File: config.mk
export PLATFORM = sky130hd
export DESIGN_NAME = load_lane_aligner
export DESIGN_NICKNAME = d
export VERILOG_FILES = /design/src/rtl/aligner_pkg.sv /design/src/rtl/aligner_range_chk.sv /design/src/rtl/aligner_capture.sv /design/src/rtl/aligner_lane_mux.sv /design/src/rtl/load_lane_aligner.sv
export SDC_FILE = /design/constraint.sdc
export NUM_CORES = 1
export LEC_CHECK = 0
export BUFFER_PORTS_ARGS = -buffer_cell sky130_fd_sc_hd__buf_2
export CAP_MARGIN = 30
export CORE_UTILIZATION = 43
export DETAILED_ROUTE_END_ITERATION = 12
export PLACE_DENSITY = 0.76
export SYNTH_ARGS = -nofsm -noshare
export SYNTH_HDL_FRONTEND = slang
export SYNTH_SLANG_ARGS = --single-unit
export TNS_END_PERCENT = 1
File: constraint.sdc
create_clock -name clk -period 6.29 [get_ports clk]
set_input_delay 0.9435 -clock clk [delete_from_list [all_inputs] [get_ports clk]]
set_output_delay 0.9435 -clock clk [all_outputs]
set_load 0.005 [all_outputs]
File: src/rtl/aligner_pkg.sv
package aligner_pkg;

    typedef enum logic [1:0] {
        SZ_BYTE  = 2'd0,
        SZ_HALF  = 2'd1,
        SZ_WORD  = 2'd2,
        SZ_DWORD = 2'd3
    } acc_size_e;

    localparam int NUM_SIZES = 4;

endpackage

File: src/rtl/aligner_range_chk.sv
module aligner_range_chk #(
    parameter int ADDR_W = 32,
    parameter int MEM_AW = 16
) (
    input  logic [ADDR_W-1:0] addr,
    output logic              in_range
);
    generate
        if (MEM_AW >= ADDR_W) begin : g_full
            assign in_range = 1'b1;
        end else begin : g_part
            assign in_range = (addr[ADDR_W-1:MEM_AW] == '0);
        end
    endgenerate
endmodule

File: src/rtl/aligner_capture.sv
module aligner_capture #(
    parameter int DATA_W = 64,
    parameter int OFF_W  = 3
) (
    input  logic              clk,
    input  logic              rst,
    input  logic              clk_en,
    input  logic              rd_en,
    input  logic              in_range,
    input  logic [1:0]        size,
    input  logic [OFF_W-1:0]  off,
    input  logic [DATA_W-1:0] ram_rdata,
    output logic              valid_q,
    output logic [1:0]        size_q,
    output logic [OFF_W-1:0]  off_q,
    output logic [DATA_W-1:0] data_q
);
    typedef struct packed {
        logic              valid;
        logic [1:0]        size;
        logic [OFF_W-1:0]  off;
        logic [DATA_W-1:0] data;
    } cap_state_t;

    cap_state_t st_d, st_q;
    logic       take;

    assign take = clk_en & rd_en & in_range;

    always_comb begin
        st_d = st_q;
        if (clk_en) begin
            st_d.valid = rd_en & in_range;
            if (take) begin
                st_d.size = size;
                st_d.off  = off;
                st_d.data = ram_rdata;
            end
        end
    end

    always_ff @(posedge clk) begin
        if (rst) begin
            st_q.valid <= 1'b0;
            st_q.size  <= '0;
            st_q.off   <= '0;
        end else begin
            st_q <= st_d;
        end
    end

    assign valid_q = st_q.valid;
    assign size_q  = st_q.size;
    assign off_q   = st_q.off;
    assign data_q  = st_q.data;


    data_hold_chk: assert property (@(posedge clk) disable iff (rst)
        !(clk_en && rd_en && in_range) |=> ($stable(data_q) && $stable(size_q) && $stable(off_q)));

endmodule

File: src/rtl/aligner_lane_mux.sv
module aligner_lane_mux
    import aligner_pkg::*;
#(
    parameter int DATA_W = 64,
    parameter int OFF_W  = 3
) (
    input  logic              clk,
    input  logic              rst,
    input  logic [1:0]        size_q,
    input  logic [OFF_W-1:0]  off_q,
    input  logic [DATA_W-1:0] data_q,
    output logic [DATA_W-1:0] field
);
    logic [DATA_W-1:0] cand [NUM_SIZES];

    generate
        for (genvar s = 0; s < NUM_SIZES; s++) begin : g_size
            localparam int FW = 8 << s;
            localparam logic [DATA_W-1:0] MASK = {DATA_W{1'b1}} >> (DATA_W - FW);
            logic [OFF_W-1:0]  idx;
            logic [DATA_W-1:0] shifted;
            assign idx     = off_q >> s;
            assign shifted = data_q >> (idx * FW);
            assign cand[s] = shifted & MASK;
        end
    endgenerate

    always_comb begin
        unique case (acc_size_e'(size_q))
            SZ_BYTE:  field = cand[0];
            SZ_HALF:  field = cand[1];
            SZ_WORD:  field = cand[2];
            default:  field = cand[3];
        endcase
    end


    zero_ext_byte_chk: assert property (@(posedge clk) disable iff (rst)
        (size_q == 2'd0) |-> (field[DATA_W-1:8] == '0));


    zero_ext_half_chk: assert property (@(posedge clk) disable iff (rst)
        (size_q == 2'd1) |-> (field[DATA_W-1:16] == '0));

endmodule

File: src/rtl/load_lane_aligner.sv
module load_lane_aligner #(
    parameter int DATA_W = 64,
    parameter int ADDR_W = 32,
    parameter int MEM_AW = 16
) (
    input  logic              clk,
    input  logic              rst,
    input  logic              clk_en,
    input  logic              rd_en,
    input  logic [ADDR_W-1:0] addr,
    input  logic [1:0]        size,
    input  logic [DATA_W-1:0] ram_rdata,
    output logic [DATA_W-1:0] load_data,
    output logic              load_valid
);
    localparam int OFF_W = $clog2(DATA_W / 8);

    logic              in_range;
    logic [1:0]        size_q;
    logic [OFF_W-1:0]  off_q;
    logic [DATA_W-1:0] data_q;

    aligner_range_chk #(.ADDR_W(ADDR_W), .MEM_AW(MEM_AW)) u_range (
        .addr     (addr),
        .in_range (in_range)
    );

    aligner_capture #(.DATA_W(DATA_W), .OFF_W(OFF_W)) u_cap (
        .clk       (clk),
        .rst       (rst),
        .clk_en    (clk_en),
        .rd_en     (rd_en),
        .in_range  (in_range),
        .size      (size),
        .off       (addr[OFF_W-1:0]),
        .ram_rdata (ram_rdata),
        .valid_q   (load_valid),
        .size_q    (size_q),
        .off_q     (off_q),
        .data_q    (data_q)
    );

    aligner_lane_mux #(.DATA_W(DATA_W), .OFF_W(OFF_W)) u_mux (
        .clk    (clk),
        .rst    (rst),
        .size_q (size_q),
        .off_q  (off_q),
        .data_q (data_q),
        .field  (load_data)
    );


    qualified_read_chk: assert property (@(posedge clk) disable iff (rst)
        (clk_en && rd_en && in_range) |=> load_valid);


    code_space_chk: assert property (@(posedge clk) disable iff (rst)
        (clk_en && !in_range) |=> !load_valid);


    stall_hold_chk: assert property (@(posedge clk) disable iff (rst)
        !clk_en |=> ($stable(load_valid) && $stable(load_data)));

endmodule

== Yosys cells after proc, flatten, opt, wreduce, memory -nomap -nowiden ==
Index checks and enable logic that the tools add are counted.
Storage, ports and cells
  input port bits: 102
  memories kept: 0
  RAM bits: 0
  bits in registers: 70
  memory bits (read-only): 0
  latch bits: 0
  output and inout bits: 65
  word-level logic and storage cells: 18
Operators by class
  bitwise logic cells: 4
  reduce and logical (&&, ||, !) cells: 4
  equality and inequality tests: 2
  divide/modulo/power cells: 0
  muxes and demuxes: 1
  add/subtract/negate cells: 0
  shifts and indexed selects: 3
  order comparisons: 0
  $mul: 0
Operators with widths (count)
  64-bit case mux with 3 select lines: 1
  64-bit by 6-bit right shift with 16-bit output: 1
  64-bit by 6-bit right shift with 32-bit output: 1
  64-bit by 6-bit right shift with 8-bit output: 1
  16-bit zero test: 1
  1-bit AND: 3
  3-bit AND reduction: 1
  2-bit by 1-bit == test with 1-bit output (second input constant): 1
  2-bit == test (second input constant): 1
  2-bit zero test: 1
  2-bit AND reduction: 1
  1-bit inverter: 1

== Depth between registers and ports, before layout ==
Gate-level depths: netlist (run 1).
  depth after elaboration: 3
  gate-level depth with buffers: 6
  gate-level depth less buffers: 4

== Modules after synthesis ==
Synthesis (run 1) repeated with hierarchy kept, for this count alone.
Second synthesis, totals
  cell total of the unflattened synthesis: 311
  area, all modules: 3723.6 µm²
By module, submodules not included
  aligner_capture: seq. area each 2042.0 µm², instances 1, area an instance 2195.9 µm², cells an instance 92
  aligner_lane_mux: seq. area each 0.0 µm², instances 1, area an instance 1493.9 µm², cells an instance 214
  aligner_range_chk: seq. area each 0.0 µm², instances 1, area an instance 33.8 µm², cells an instance 5

== Least setup slack after synthesis (run 1) ==
OpenSTA, ideal clock, no wires.
  kind: in2reg
  start: input addr[17]
  end: register u_cap.st_q, in the netlist u_cap.data_q[0], enable pin
  stages: 3
  arrival: 5838 ps
  required time: 5725 ps
  library setup time: 565 ps
  path buffers: 0
  setup slack: -112 ps
  cells stage by stage: nor4_1 -> nand4_1 -> nor3_1
Between the ends
  longest elaborated chain between the ends: 3
RTL lines
  from (decl): line load_lane_aligner.sv:10  | input logic [ADDR_W-1:0] addr,
  16-bit zero test: line aligner_range_chk.sv:12  | assign in_range = (addr[ADDR_W-1:MEM_AW] == '0);
  1-bit AND: line aligner_capture.sv:28  | assign take = clk_en & rd_en & in_range;
  3-bit AND reduction (no source line)
  to (signal assigned): line aligner_capture.sv:48  | st_q <= st_d;
  to (decl): line aligner_capture.sv:25  | cap_state_t st_d, st_q;
No other way between the ends.
A chain may end at the register's enable or synchronous reset.

== Final worst setup path (run 1) ==
  start: register u_cap.st_q, in the netlist u_cap.off_q[2]
  end: output load_data[5]
Between the ends
  longest elaborated chain between the ends: 2
  elaborated cells between the ends (all ways): 4
  those cells by class: shift (3); mux (1)
RTL lines
  64-bit by 6-bit right shift with 32-bit output (tied with other cells): line aligner_lane_mux.sv:23  | assign shifted = data_q >> (idx * FW);
  64-bit case mux with 3 select lines *: line aligner_lane_mux.sv:29  | unique case (acc_size_e'(size_q))
  to (decl): line load_lane_aligner.sv:13  | output logic [DATA_W-1:0] load_data,
Every way passes the cells marked *; elsewhere a longest branch is shown, timed or not.

==> results of run 1 <==
==> synth_stat cells (4+ instances only) <==
cell and instances:
a21boi_0 16, a221o_1 7, a22o_1 7, a22oi_1 5
and3_1 32, buf_2 6, buf_6 6, clkbuf_1 10
dfxtp_1 6, edfxtp_1 64, mux2_2 24, mux2i_1 27
nand2_1 55, nand2b_1 12, nor2_1 4, nor2b_1 4
nor4_1 4, o21ai_1 5, o22ai_1 5
==> kinds of logic (layout without fill, tap and decap cells) <==
group	after synthesis	in the layout	synth area share
and+or+nand+nor	124	124	0.170
DFF	70	70	0.528
AOI/OAI and AO/OA	55	55	0.117
muxes	51	51	0.140
buffers and inverters	27	174	0.0459
==> state kept, by name, summed over array words and instances (netlist names) <==
| signal | count |
|---|---|
| u_cap.valid_q | 1 |
| u_cap.off_q | 3 |
| u_cap.size_q | 2 |
| u_cap.data_q | 64 |
==> critical path, delay by kind of cell (launching register included) <==
family	cells	cell delay, ns
multiplexers	1	0.37
flip-flops	1	0.66
buffers and inverters	2	0.51
AND/OR/NAND/NOR	2	0.71
AO/OA/AOI/OAI	1	0.07
==> metrics by stage <==
stage                     power [mW]  hold WS, ns
after floorplan                0.520        0.583
after global placement         0.546        0.582
after detailed placement       0.547        0.602
after CTS                      0.953        0.625
after global routing           0.975        0.679
final                          0.945        0.622
==> power breakdown <==
| group | total, mW | switching, mW | leakage, nW | internal, mW |
|---|---|---|---|---|
| logic | 0.0303 | 0.00988 | 1.39 | 0.0205 |
| registers | 0.506 | 0.00000170 | 0.624 | 0.506 |
| clock network | 0.409 | 0.183 | 0.110 | 0.225 |
==> metal layers <==
layer / track usage / vias to the layer above
met3: 0.0600 / 11
met4: 0.0551 / 0
met2: 0.342 / 131
li1: - / 1514
met5: 0 / -
met1: 0.287 / 1482
==> final timing paths <==
check                                     from             end  slack, ns  cells after the start
worst max-delay path            u_cap.off_q[2]    load_data[5]       2.69                      6
worst min-delay path             u_cap.valid_q   u_cap.valid_q       0.62                      2
worst max register to register  u_cap.off_q[1]  u_cap.off_q[1]       4.99                      2
worst min register to register   u_cap.valid_q   u_cap.valid_q       0.62                      2
==> layout make-up <==
| cell class | count | area, um2 | share of cell area |
|---|---|---|---|
| clock buffers | 9 | 124 | 0.0254 |
| clock inverters | 6 | 95.1 | 0.0195 |
| inverters | 1 | 3.75 | 0.000770 |
| multi-input cells | 230 | 1660 | 0.341 |
| flip-flops and latches | 70 | 2040 | 0.419 |
| well taps | 108 | 135 | 0.0277 |
| repair buffers | 158 | 811 | 0.166 |
==> flow_metrics.py, run 1 <==
metrics = {
    "flow_run": {
        "maxCapViolCount": 0,
    },
    "timing": {
        "fin_skew_ns": 0,
        "rsz0062_at_grt": "no",
        "max_clock_freq_mhz": 278,
        "timing_hold_violations_final": 0,
        "layout_setup_ws_ns": 2.69,
        "fin_crit_ns": 3.60,
        "drv_slew": 0,
        "setup_tns_ns": 0,
        "min_period_over_period": 0.573,
        "tightest_slew_ns": 1.01,
        "setup_viol": 0,
        "slew_headroom": 0.325,
    },
    "critical_path": {
        "start_kind": "flip-flop",
        "crit_required_ns": 5.35,
        "path_max_fanout": 16,
        "crit_type": "flip-flop to primary output",
        "crit_path_top_delay_cell": "dfxtp_1",
        "crit_path_cell_trace": "nor2b_2, buf_4, mux2_2, nand2_1, o21ai_1, buf_2",
        "max_stage_delay_ns": 0.66,
        "cp.arrival_ns": 2.66,
        "end_kind": "primary output",
    },
    "route": {
        "drtPass1Iterations": 4,
        "vias_per_cell": 5.39,
        "drtIter0Drc": 146,
        "drc": 0,
        "vias": 3138,
        "finalWirelength_um": 10000,
        "wl_met1_um": 4460,
        "ant_nets": 0,
        "wl_met3_um": 731,
        "routedWlPerCell_um": 17.2,
        "routed-wl-met2_um": 4730,
        "top_layer": "met4",
    },
    "synthesis": {
        "avgSynthCellArea_um2": 11.8,
        "synth_top_cell_area_share": 0.497,
        "synthTopCellsByArea": "edfxtp_1, mux2i_1, mux2_2",
        "synth_top_area_cell": "edfxtp_1",
        "postSynth.asyncResetShare": 0,
        "ys_warn_count": 0,
        "yosysSeqAreaShare": 0.528,
        "synth_cells": 327,
        "syn-num-nets": 429,
        "ys.flop_type": "edfxtp_1",
        "yosysUniqueCellTypes": 41,
        "ys_ff_latch": 70,
        "syn_area_um2": 3870,
        "synth_edf_count": 64,
    },
    "hold_path": {
        "hp-class": "flip-flop to flip-flop",
    },
    "placed_design": {
        "dp.cells": 567,
        "port_buffers": 153,
        "preCtsSetupSlack_ns": 3.05,
        "place_congestion": 0.783,
        "place_area_um2": 4660,
        "place.detailed.hpwl_um": 6820,
    },
    "floorplanning": {
        "initial_core_util": 0.444,
        "pin_count": 167,
        "die_area_um2": 9380,
        "design.core.area_um2": 8720,
        "die_x_um": 96.9,
        "rows": 34,
        "die_h_um": 96.9,
    },
    "global_routing": {
        "track_usage": 0.214,
        "antenna_found_initial": 0,
        "grt_max_degree": 76,
        "grt_pass1_vias": 3190,
        "grt_pass1_wl_um": 15800,
        "grt-ovfl-total": 0,
    },
    "clocking": {
        "cts_setup_buffers": 0,
        "holdBufCountCts": 0,
        "clkLatencyLatePin_ns": 0.34,
        "clock_sinks": 70,
        "cts_tree": "built",
        "htree_levels": 3,
        "cts_buffer_depth": 2,
        "cts_buffers": 9,
        "root_buffer": "clkbuf_8",
        "path_clk_slew_ns": 0.08,
        "cts_resized": 0,
    },
    "cells_and_area": {
        "final_common_cell": "buf_2",
        "final_cells": 582,
        "stdcell_area_um2": 4880,
        "final_nets": 572,
        "drive_gt1_frac": 0.449,
        "mostFrequentLayoutCells": "buf_2, edfxtp_1, nand2_1",
        "post-route-util": 0.559,
        "area_growth_syn_to_layout_pct": 26.0,
        "n_antenna_cell": 0,
        "num-fill-cells": 779,
    },
    "power_and_ir_drop": {
        "powerDensity_nw_per_um2": 194,
        "ir_worst_vdd_mv": 0.121,
        "p_leak_nw": 2.12,
    },
    "outcome": {
        "outcome": "finished clean",
    },
}
Power figures use the tool's default switching activity.
==> inputs of run 2 (changes only) <==
- clock period: 6.29 -> 2.89 ns (I/O delays scaled with it)
==> flow_metrics.py, run 2 (same netlist as run 1, synthesis figures left out) <==
metrics = {
    "cells_and_area": {
        "mostFrequentLayoutCells": "buf_2, edfxtp_1, nand2_1",
        "final_nets": 575,
        "drive_gt1_frac": 0.456,
        "stdcell_area_um2": 4910,
        "final_common_cell": "buf_2",
        "largest_reg_flops": 64,
        "n_antenna_cell": 0,
        "area_growth_syn_to_layout_pct": 26.8,
    },
    "timing": {
        "fin_crit_ns": 2.69,
        "tightest_slew_ns": 0.525,
        "hold_ws_ns": 0.255,
        "rsz0062_at_grt": "no",
        "timing_hold_violations_final": 0,
        "min_period_over_period": 0.930,
        "slew_headroom": 0.650,
        "setup_viol": 0,
        "fin_skew_ns": 0,
        "max_clock_freq_mhz": 372,
        "drv_slew": 0,
    },
    "route": {
        "ant_nets": 0,
        "vias_per_cell": 5.41,
        "vias": 3171,
        "finalWirelength_um": 10100,
        "drtPass1Iterations": 4,
        "drc": 0,
        "drtIter0Drc": 198,
        "routedWlPerCell_um": 17.2,
    },
    "power_and_ir_drop": {
        "pwr-share-comb": 0.035,
        "powerDensity_nw_per_um2": 394,
        "p_sw_mw": 0.397,
        "intPower_mw": 1.54,
        "ir_worst_vdd_mv": 0.248,
        "swShare": 0.205,
        "p_clk_frac": 0.396,
        "p_leak_nw": 2.13,
        "pwr-share-seq": 0.569,
    },
    "global_routing": {
        "grt_pass1_wl_um": 15800,
        "grt_max_degree": 65,
        "track_usage": 0.214,
        "grt_pass1_vias": 3226,
        "grt-ovfl-total": 0,
        "antenna_found_initial": 0,
    },
    "clocking": {
        "cts_resized": 0,
        "clkLatencyLatePin_ns": 0.33,
        "htree_levels": 3,
        "cts_buffer_depth": 2,
        "cts_tree": "built",
        "cts_buffers": 9,
        "path_clk_slew_ns": 0.08,
        "root_buffer": "clkbuf_8",
        "holdBufCountCts": 0,
        "clock_sinks": 70,
        "cts_setup_buffers": 0,
    },
    "placed_design": {
        "place_area_um2": 4720,
        "place_congestion": 0.789,
        "port_buffers": 153,
        "place.detailed.hpwl_um": 7250,
    },
    "floorplanning": {
        "die_h_um": 96.9,
        "initial_core_util": 0.444,
        "die_x_um": 96.9,
        "design.core.area_um2": 8720,
        "rows": 34,
        "die_area_um2": 9380,
        "pin_count": 167,
    },
    "hold_path": {
        "min_path_cells": 1,
        "hp-class": "input port to flip-flop",
    },
    "critical_path": {
        "crit_path_top_delay_cell": "dfxtp_2",
        "path_depth": 5,
        "cp.arrival_ns": 2.25,
        "crit_path_cell_trace": "buf_4, mux2i_1, and3_2, o41ai_2, buf_2",
        "crit_type": "flip-flop to primary output",
        "start_kind": "flip-flop",
        "crit_required_ns": 2.46,
        "critPathTopFamily": "flip-flops",
        "path_buf_inv": 2,
        "path_max_fanout": 20,
        "end_kind": "primary output",
        "max_stage_delay_ns": 0.66,
        "reg2reg_depth": 3,
    },
    "outcome": {
        "outcome": "finished clean",
    },
    "flow_run": {
        "maxCapViolCount": 0,
    },
}
-- run 2: cell count changes in the layout (fill, tap and decap cells not counted) --
cell | before | now
buf_4 | 4 | 6
nor4_4 | 0 | 1
buf_8 | 1 | 0
nor4_2 | 0 | 1
bufinv_16 | 2 | 1
buf_12 | 0 | 2
inv_6 | 2 | 0
clkinv_2 | 0 | 3
clkinv_4 | 2 | 1
clkinvlp_4 | 0 | 1
clkinv_1 | 0 | 1
nor4_1 | 4 | 2
-- run 2: worst register-to-register path, delay by kind of cell (launching register included) --
family        cells  cell delay [ns]
flops             1             0.66
buf+inv           1             0.39
mux               1             0.11
simple gates      1             0.09
-- run 2: cell type report --
class,count,area (um2)
fill,764,3810
sequential,70,2040
multi-input combinational,230,1690
timing repair buffer,161,851
tap,108,135
clock buffer,9,124
clock inverter,7,65.1
inverter,1,3.75
-- run 2: power groups by stage --
stage / clock (mW) / sequential (mW) / combinational [mW]
global route: 0.817 / 1.10 / 0.0738
global placement: 0 / 1.13 / 0.0656
floorplan: 0 / 1.13 / 0.00700
detailed placement: 0 / 1.12 / 0.0682
finish: 0.767 / 1.10 / 0.0673
CTS: 0.780 / 1.10 / 0.0684
-- run 2: per-layer routing --
| layer | vias up | global-route usage | part of all wire |
|---|---|---|---|
| met4 | 0 | 0.0804 | 0.021 |
| met3 | 16 | 0.0484 | 0.061 |
| li1 | 1520 | - | - |
| met5 | - | 0 | 0 |
| met1 | 1511 | 0.266 | 0.42 |
| met2 | 124 | 0.363 | 0.49 |
-- run 2: per-stage QoR --
stage / utilization / setup TNS, ns / setup WS, ns / instances / power, mW
after floorplan: - / -2.06 / -0.0322 / 327 / 1.13
after global placement: 0.541 / 0 / 0.613 / 570 / 1.19
after detailed placement: 0.541 / 0 / 0.548 / 570 / 1.19
after CTS: 0.563 / 0 / 0.167 / 586 / 1.95
after global routing: 0.563 / 0 / 0.0680 / 586 / 1.99
final: 0.563 / 0 / 0.204 / 586 / 1.94
-- run 2: worst paths after layout --
kind	from	endpoint	slack, ns
hold reg to reg	u_cap.valid_q	u_cap.valid_q	0.60
setup reg to reg	u_cap.off_q[1]	u_cap.off_q[1]	1.57
setup / recovery	u_cap.off_q[1]	load_data[2]	0.20
hold / removal	ram_rdata[24]	u_cap.data_q[24]	0.26
==> inputs of run 3 (changes only) <==
- CELL_PAD_IN_SITES_DETAIL_PLACEMENT: unset -> 2
- CELL_PAD_IN_SITES_GLOBAL_PLACEMENT: unset -> 2
- CORE_UTILIZATION: 43 -> 26
- PLACE_DENSITY: 0.76 -> unset
- PLACE_DENSITY_LB_ADDON: unset -> 0.1
==> flow_metrics.py, run 3 (same netlist as run 1, synthesis figures left out) <==
metrics = {
    "timing": {
        "slew_headroom": 0.600,
        "fin_skew_ns": 0,
        "drv_slew": 0,
        "timing_hold_violations_final": 0,
        "max_clock_freq_mhz": 374,
        "tightest_slew_ns": 0.599,
        "rsz0062_at_grt": "no",
        "setup_tns_ns": 0,
        "min_period_over_period": 0.925,
        "setup_viol": 0,
        "fin_crit_ns": 2.67,
    },
    "hold_path": {
        "min_path_cells": 1,
        "hp-start": "ram_rdata[43]",
        "min_to": "u_cap.data_q[43]",
        "hp-class": "input port to flip-flop",
    },
    "floorplanning": {
        "design.core.area_um2": 14500,
        "pin_count": 167,
        "die_area_um2": 15400,
        "initial_core_util": 0.266,
        "rows": 44,
        "die_h_um": 124,
        "die_x_um": 124,
    },
    "global_routing": {
        "grt_pass1_wl_um": 19700,
        "grt-ovfl-total": 0,
        "antenna_found_initial": 1,
        "track_usage": 0.179,
        "grt_max_degree": 65,
        "grt_pass1_vias": 3497,
    },
    "cells_and_area": {
        "final_common_cell": "buf_2",
        "num-fill-cells": 1572,
        "drive_gt1_frac": 0.459,
        "final_cells": 665,
        "largest_reg_flops": 64,
        "mostFrequentLayoutCells": "buf_2, edfxtp_1, nand2_1",
        "n_antenna_cell": 0,
        "multi_input_area_um2": 1690,
        "area_growth_syn_to_layout_pct": 33.1,
        "final_nets": 578,
        "seq_area_um2": 2040,
    },
    "outcome": {
        "outcome": "finished clean",
    },
    "critical_path": {
        "start_kind": "flip-flop",
        "reg2reg_depth": 3,
        "critPathMostFrequentCell": "buf_4",
        "max_stage_delay_ns": 0.70,
        "cp.arrival_ns": 2.24,
        "reg2reg_slack_ns": 1.51,
        "r2r-start": "u_cap.size_q[0]",
        "crit_path_cell_trace": "nor2b_2, buf_4, buf_4, a22o_1, a22oi_1, nand2_1, buf_2",
        "crit_required_ns": 2.46,
        "path_max_fanout": 14,
        "end_kind": "primary output",
        "r2r-end": "u_cap.size_q[0]",
        "crit_type": "flip-flop to primary output",
        "crit_path_top_delay_cell": "dfxtp_1",
    },
    "clocking": {
        "cts_tree": "built",
        "holdBufCountCts": 0,
        "cts_buffers": 9,
        "clkLatencyLatePin_ns": 0.34,
        "cts_buffer_depth": 2,
        "clock_sinks": 70,
        "cts_setup_buffers": 0,
        "htree_levels": 3,
        "cts_resized": 0,
        "root_buffer": "clkbuf_16",
        "path_clk_slew_ns": 0.06,
    },
    "route": {
        "vias": 3211,
        "vias_per_cell": 4.83,
        "drtIter0Drc": 170,
        "routedWlPerCell_um": 19.5,
        "finalWirelength_um": 13000,
        "ant_nets": 0,
        "drtPass1Iterations": 4,
        "drc": 0,
    },
    "flow_run": {
        "maxCapViolCount": 0,
    },
    "power_and_ir_drop": {
        "ir_worst_vdd_mv": 0.252,
        "powerDensity_nw_per_um2": 458,
        "p_leak_nw": 2.20,
    },
    "placed_design": {
        "place.detailed.hpwl_um": 9280,
        "dp.cells": 649,
        "port_buffers": 153,
        "place_congestion": 0.720,
    },
}
[run 3: cell count changes in the layout (fill, tap and decap cells not counted)]
cell	previous run	this run
clkinvlp_4	1	2
clkinv_4	1	0
clkinv_2	3	2
clkbuf_16	0	9
clkbuf_8	9	0
buf_4	6	9
bufinv_16	1	2
[run 3: metal layers]
| metal | GRT usage | up-vias | part of all wire |
|---|---|---|---|
| met5 | 0 | - | 0 |
| met1 | 0.221 | 1575 | 0.43 |
| met4 | 0.0513 | 0 | 0.011 |
| met2 | 0.299 | 102 | 0.49 |
| met3 | 0.0559 | 9 | 0.067 |
| li1 | - | 1525 | - |
[run 3: layout make-up]
| type | count | share of cell area |
|---|---|---|
| clock inverter | 7 | 0.0172 |
| multi-input combinational | 230 | 0.327 |
| tap | 184 | 0.0447 |
| clock buffer | 9 | 0.0437 |
| inverter | 1 | 0.000729 |
| timing repair buffer | 164 | 0.170 |
| sequential | 70 | 0.397 |
[run 3: how the worst max path moves through the flow]
| stage | slack (ns) | depth (start not counted) | to | start |
|---|---|---|---|---|
| floorplan | -0.03 | 3 | u_cap.data_q[0] | addr[22] |
| global placement | 0.60 | 5 | load_data[2] | u_cap.off_q[2] |
| detailed placement | 0.55 | 7 | load_data[9] | u_cap.off_q[2] |
| CTS | 0.15 | 6 | load_data[2] | u_cap.size_q[0] |
| global route | 0.04 | 7 | load_data[9] | u_cap.off_q[2] |
| finish | 0.22 | 7 | load_data[9] | u_cap.off_q[2] |
[run 3: report_power, final]
| group | internal (mW) | leakage [nW] | switching (mW) |
|---|---|---|---|
| sequential | 1.10 | 0.624 | 0.00000405 |
| combinational | 0.0453 | 1.43 | 0.0238 |
| clock | 0.749 | 0.149 | 0.436 |
| total | 1.90 | 2.20 | 0.460 |
[run 3: worst max-delay path, delay by kind of cell (launching register included)]
kind                   cells  cell delay, ns
flip-flops                 1            0.70
AND/OR/NAND/NOR            2            0.37
buffers and inverters      3            0.59
AO/OA/AOI/OAI              2            0.23
[run 3: stage by stage]
step            util  hold slack [ns]  total power, mW  instance area (um2)  setup WS (ns)
6_report       0.354            0.265             2.36                 5150          0.216
5_1_grt        0.354            0.249             2.45                 5150         0.0450
4_1_cts        0.354            0.247             2.40                 5150          0.153
3_5_place_dp   0.333            0.597             1.19                 4840          0.551
3_3_place_gp   0.333            0.594             1.19                 4840          0.598
2_1_floorplan      -            0.532             1.13                 3900        -0.0322
